File: src/rtl/poe_cls_pkg.sv
package poe_cls_pkg;

    localparam int CLASS_W = 3;

    typedef logic [CLASS_W-1:0] cls_t;

    localparam cls_t CLASS_HI = cls_t'(4);

    typedef enum logic [1:0] {
        ST_IDLE,
        ST_PULSE1,
        ST_MARK,
        ST_PULSE2
    } seq_state_t;

    function automatic logic is_hi_class(input cls_t c);
        return c == CLASS_HI;
    endfunction

    function automatic logic is_pulse_state(input seq_state_t s);
        return (s == ST_PULSE1) || (s == ST_PULSE2);
    endfunction

endpackage

File: src/rtl/cls_mark_timer.sv
module cls_mark_timer #(
    parameter int MARK_CYCLES = 2500000
) (
    input  logic clk,
    input  logic rst,
    input  logic run,
    output logic done
);
    localparam int CW = $clog2(MARK_CYCLES + 1);
    localparam logic [CW-1:0] LAST = CW'(MARK_CYCLES - 1);

    logic [CW-1:0] cnt_q;

    always_ff @(posedge clk) begin
        if (rst || !run) begin
            cnt_q <= '0;
        end else begin
            cnt_q <= cnt_q + 1'b1;
        end
    end

    assign done = run && (cnt_q == LAST);
endmodule

File: src/rtl/cls_ctrl_fsm.sv
module cls_ctrl_fsm
    import poe_cls_pkg::*;
(
    input  logic       clk,
    input  logic       rst,
    input  logic       start,
    input  logic       twoevt_en,
    input  logic       res_valid,
    input  cls_t       res_class,
    input  logic       mark_done,
    output seq_state_t state,
    output logic       grant,
    output logic       restart,
    output logic       accept,
    output logic       start_acc,
    output logic       second_go
);
    seq_state_t state_q;

    always_ff @(posedge clk) begin
        if (rst) begin
            state_q <= ST_IDLE;
            grant   <= 1'b0;
            restart <= 1'b0;
        end else begin
            grant   <= 1'b0;
            restart <= 1'b0;
            case (state_q)
                ST_IDLE: begin
                    if (start) state_q <= ST_PULSE1;
                end
                ST_PULSE1: begin
                    if (res_valid) begin
                        if (twoevt_en && is_hi_class(res_class)) begin
                            state_q <= ST_MARK;
                        end else begin
                            grant   <= 1'b1;
                            state_q <= ST_IDLE;
                        end
                    end
                end
                ST_MARK: begin
                    if (mark_done) state_q <= ST_PULSE2;
                end
                ST_PULSE2: begin
                    if (res_valid) begin
                        if (is_hi_class(res_class)) grant <= 1'b1;
                        else                        restart <= 1'b1;
                        state_q <= ST_IDLE;
                    end
                end
                default: state_q <= ST_IDLE;
            endcase
        end
    end

    assign state     = state_q;
    assign accept    = res_valid && is_pulse_state(state_q);
    assign start_acc = start && (state_q == ST_IDLE);
    assign second_go = mark_done && (state_q == ST_MARK);
endmodule

File: src/rtl/cls_status_reg.sv
module cls_status_reg
    import poe_cls_pkg::*;
(
    input  logic clk,
    input  logic rst,
    input  logic accept,
    input  cls_t res_class,
    input  logic start_acc,
    input  logic second_go,
    output cls_t last_class,
    output logic hp_flag
);
    always_ff @(posedge clk) begin
        if (rst) begin
            last_class <= '0;
            hp_flag    <= 1'b0;
        end else begin
            if (accept)         last_class <= res_class;
            if (start_acc)      hp_flag    <= 1'b0;
            else if (second_go) hp_flag    <= 1'b1;
        end
    end
endmodule

File: src/rtl/poe_cls_seq.sv
module poe_cls_seq
    import poe_cls_pkg::*;
#(
    parameter int MARK_CYCLES = 2500000
) (
    input  logic               clk,
    input  logic               rst,
    input  logic               start_i,
    input  logic               twoevt_en_i,
    input  logic               res_valid_i,
    input  logic [CLASS_W-1:0] res_class_i,
    output logic               class_req_o,
    output logic               mark_o,
    output logic               power_grant_o,
    output logic               restart_det_o,
    output logic [CLASS_W-1:0] stat_class_o,
    output logic               stat_hp_o
);
    seq_state_t state;
    logic       accept;
    logic       start_acc;
    logic       second_go;
    logic       mark_done;

    cls_ctrl_fsm u_fsm (
        .clk       (clk),
        .rst       (rst),
        .start     (start_i),
        .twoevt_en (twoevt_en_i),
        .res_valid (res_valid_i),
        .res_class (res_class_i),
        .mark_done (mark_done),
        .state     (state),
        .grant     (power_grant_o),
        .restart   (restart_det_o),
        .accept    (accept),
        .start_acc (start_acc),
        .second_go (second_go)
    );

    cls_mark_timer #(.MARK_CYCLES(MARK_CYCLES)) u_timer (
        .clk  (clk),
        .rst  (rst),
        .run  (state == ST_MARK),
        .done (mark_done)
    );

    cls_status_reg u_stat (
        .clk        (clk),
        .rst        (rst),
        .accept     (accept),
        .res_class  (res_class_i),
        .start_acc  (start_acc),
        .second_go  (second_go),
        .last_class (stat_class_o),
        .hp_flag    (stat_hp_o)
    );

    assign class_req_o = is_pulse_state(state);
    assign mark_o      = (state == ST_MARK);
endmodule

File: config.mk
export PLATFORM = sky130hd
export DESIGN_NAME = poe_cls_seq
export DESIGN_NICKNAME = d
export VERILOG_FILES = /design/src/rtl/poe_cls_pkg.sv /design/src/rtl/cls_mark_timer.sv /design/src/rtl/cls_ctrl_fsm.sv /design/src/rtl/cls_status_reg.sv /design/src/rtl/poe_cls_seq.sv
export SDC_FILE = /design/constraint.sdc
export NUM_CORES = 1
export LEC_CHECK = 0
export BUFFER_PORTS_ARGS = -buffer_cell sky130_fd_sc_hd__buf_4
export CAP_MARGIN = 20
export CORE_UTILIZATION = 42
export DETAILED_ROUTE_END_ITERATION = 16
export GPL_ROUTABILITY_DRIVEN = 0
export PLACE_DENSITY = 0.72
export SKIP_LAST_GASP = 1
export SLEW_MARGIN = 20
export SYNTH_ARGS = -nofsm -noshare
export SYNTH_HDL_FRONTEND = slang
export SYNTH_SLANG_ARGS = --single-unit
File: constraint.sdc
create_clock -name clk -period 3.9 [get_ports clk]
set_input_delay 0.585 -clock clk [delete_from_list [all_inputs] [get_ports clk]]
set_output_delay 0.585 -clock clk [all_outputs]
set_load 0.01 [all_outputs]
==> results.json <==
{
  "grt_max_degree": 23,
  "ctsRootBufferMaster": "clkbuf_4",
  "min_to": "u_stat.last_class[2]",
  "via_per_inst": 5.32,
  "synthTopCellsByArea": "dfxtp_1 (44%), nor2_1 (5.2%), nand2_1 (4.1%)",
  "worstMarginPinSlew_ns": 0.445,
  "core_um2": 3080,
  "drive_gt1_share_pct": 16.9,
  "finalSetupTns_ns": 0,
  "final_common_cell": "dfxtp_1",
  "final_cell_mix": "dfxtp_1 (30), nor2_1 (19), nand2_1 (15), buf_4 (15), a21oi_1 (11)",
  "grt_pass1_wl_um": 4800,
  "holdCritStartpoint": "rst",
  "utilization_pct": 51.1,
  "h-tree-depth": 2,
  "netlist_area_um2": 1370,
  "cap_violations": 0,
  "ctsLongestPathBuffers": 2,
  "grt_pass1_vias": 1162,
  "synth-edff-count": 0,
  "synthToLayoutAreaGrowth_pct": 14.6,
  "finalSetupViolations": 0,
  "clkTransAtPathRegs_ns": 0.09,
  "ant_nets": 0,
  "max-slew-margin-rel_pct": 70.1,
  "synthFlopType": "dfxtp_1",
  "ctsResizeCount": 0,
  "r2r_cells": 5,
  "regToRegSetupSlack_ns": 2.05,
  "min_path_cells": 2,
  "drc_errors": 0,
  "holdCritPathClass": "in2reg",
  "critPathMaxFanout": 10,
  "fillers": 300,
  "grt_antenna_before_repair": 0,
  "ys_seq_area_share_pct": 43.7,
  "track_usage_pct": 18.6,
  "synthMuxAreaShare_pct": 0.729,
  "yosysTopAreaCell": "dfxtp_1",
  "ys.warnings.count": 0,
  "n_antenna_cell": 0,
  "cts_tree": "built",
  "rsz0062_at_grt": "no",
  "wl_per_cell_um": 12.2,
  "io_pins": 16,
  "die_w_um": 59.2,
  "critPathLaunchType": "register",
  "synth_cell_type_count": 37,
  "leakage_nw": 0.525,
  "yosys.area_share.adder_pct": 0.911,
  "route.vias.total": 1176,
  "synth_cells": 159,
  "initial_core_util_pct": 44.6,
  "synth-compound-area-share_pct": 10.0,
  "period_share_pct": 47.4,
  "status": "finished clean",
  "overflow": 0,
  "port_buffers": 15,
  "rows": 20,
  "drt-initial-drc-count": 39,
  "hpwlAfterDp_um": 1970,
  "finalMaxSlewViolations": 0,
  "insertion_delay_ns": 0.34,
  "hold_buffers": 0,
  "synth_top_family_by_area": "simple AND/OR/NAND/NOR gates",
  "critPathRequiredTime_ns": 4.11,
  "clkSinkCount": 30,
  "ys_ff_latch": 30,
  "synth_area_per_cell_um2": 8.64,
  "layout_min_cycle_time_ns": 1.85,
  "timing.rr.start": "u_timer.cnt_q[0]",
  "slowest_stage": "or3_4",
  "synthSimpleGateAreaFrac_pct": 34.5,
  "critPathKind": "reg2reg",
  "synth-xor-area-share_pct": 7.01,
  "critPathArrivalTime_ns": 2.06,
  "fin_skew_ns": 0.00414,
  "wirelength_um": 2690,
  "synth_top_area_share_pct": 43.7,
  "dieHeight_um": 59.2,
  "cts_made_buffers": 5,
  "async_flop_share_pct": 0,
  "dr.pass1.iters": 4,
  "die-area_um2": 3500,
  "post_cts_buffers": 0,
  "critPathMaxStageDelay_ns": 0.45,
  "ir_drop_mv": 0.251,
  "r2r_end": "u_timer.cnt_q[20]",
  "crit_chain": "ha_1 -> nand3_2 -> or3_4 -> o41ai_1 -> a21oi_1",
  "fin_nets": 185,
  "synthesis.nets": 168,
  "hold_viol": 0,
  "fmax_mhz": 541,
  "worstSetupEndpointType": "register",
  "power.density_nw_per_um2": 332,
  "hold_slack_ns": 0.451
}
[metal layers]
layer	global-route usage (%)	vias up	part of all wire [%]
met4	12.6	0	2.4
li1	-	612	-
met2	28.9	20	46
met5	0	-	0
met1	22.3	536	47
met3	5.24	8	4.5
[Yosys cell counts (2+ instances only)]
library cell	n
a21oi_1	11
and2_1	2
and3_1	2
and4_1	2
clkbuf_1	3
dfxtp_1	30
inv_1	4
nand2_1	15
nand3_1	10
nand4_1	7
nand4b_1	2
nor2_1	19
nor3_1	4
nor4_1	5
nor4b_1	2
o21ai_0	6
o311ai_0	3
or2_2	2
or3_1	3
xnor2_1	5
xor2_1	6
[report_power, final]
part | internal (W) | switching [W] | total (W)
sequential | 0.000309 | 0.00000274 | 0.000311
clock | 0.0000871 | 0.000104 | 0.000192
combinational | 0.0000101 | 0.00000913 | 0.0000193
[worst max path at each step]
stage                      from                 to  slack, ns
3_3_place_gp                rst  u_timer.cnt_q[21]       2.00
3_5_place_dp                rst  u_timer.cnt_q[21]       1.98
2_1_floorplan  u_timer.cnt_q[0]  u_timer.cnt_q[20]       2.23
6_report       u_timer.cnt_q[0]  u_timer.cnt_q[20]       2.05
5_1_grt        u_timer.cnt_q[0]  u_timer.cnt_q[20]       1.85
4_1_cts        u_timer.cnt_q[0]  u_timer.cnt_q[20]       2.05
[flip-flops by register name (all words and copies together) (netlist names), named ones only]
| signal | flops |
|---|---|
| u_stat.last_class | 3 |
| u_fsm.state | 1 |
| u_fsm.restart | 1 |
| u_fsm.grant | 1 |
| u_stat.hp_flag | 1 |
| u_timer.cnt_q | 22 |
[area by class of cell]
type,count,area [um2],area share [%]
timing repair buffer,15,113,7.15
clock buffer,7,55.1,3.50
clock inverter,1,5.00,0.318
inverter,4,15.0,0.954
multi-input combinational,120,731,46.4
tap,44,55.1,3.50
sequential,30,601,38.2
[stage by stage]
step	cells	area, um2	worst slack, ns	power [W]
after global placement	213	1510	2.00	0.000337
after floorplan	159	1370	2.23	0.000326
after detailed placement	213	1510	1.98	0.000338
after global routing	221	1570	1.85	0.000540
after CTS	221	1570	2.05	0.000526
final	221	1570	2.05	0.000522
[kinds of logic after synthesis]
group	count (synthesis)
mux	1
xor+xnor	11
buf+inv	9
flops	30
simple gates	84
compound gates	23
fa+ha+maj	1
[worst max-delay path, delay by kind of cell (launching register included)]
| kind | cells | cell delay (ns) |
|---|---|---|
| and+or+nand+nor | 2 | 0.65 |
| adders and majority gates | 1 | 0.22 |
| AOI/OAI and AO/OA | 2 | 0.45 |
| DFF | 1 | 0.40 |
Power figures use the tool's default switching activity.
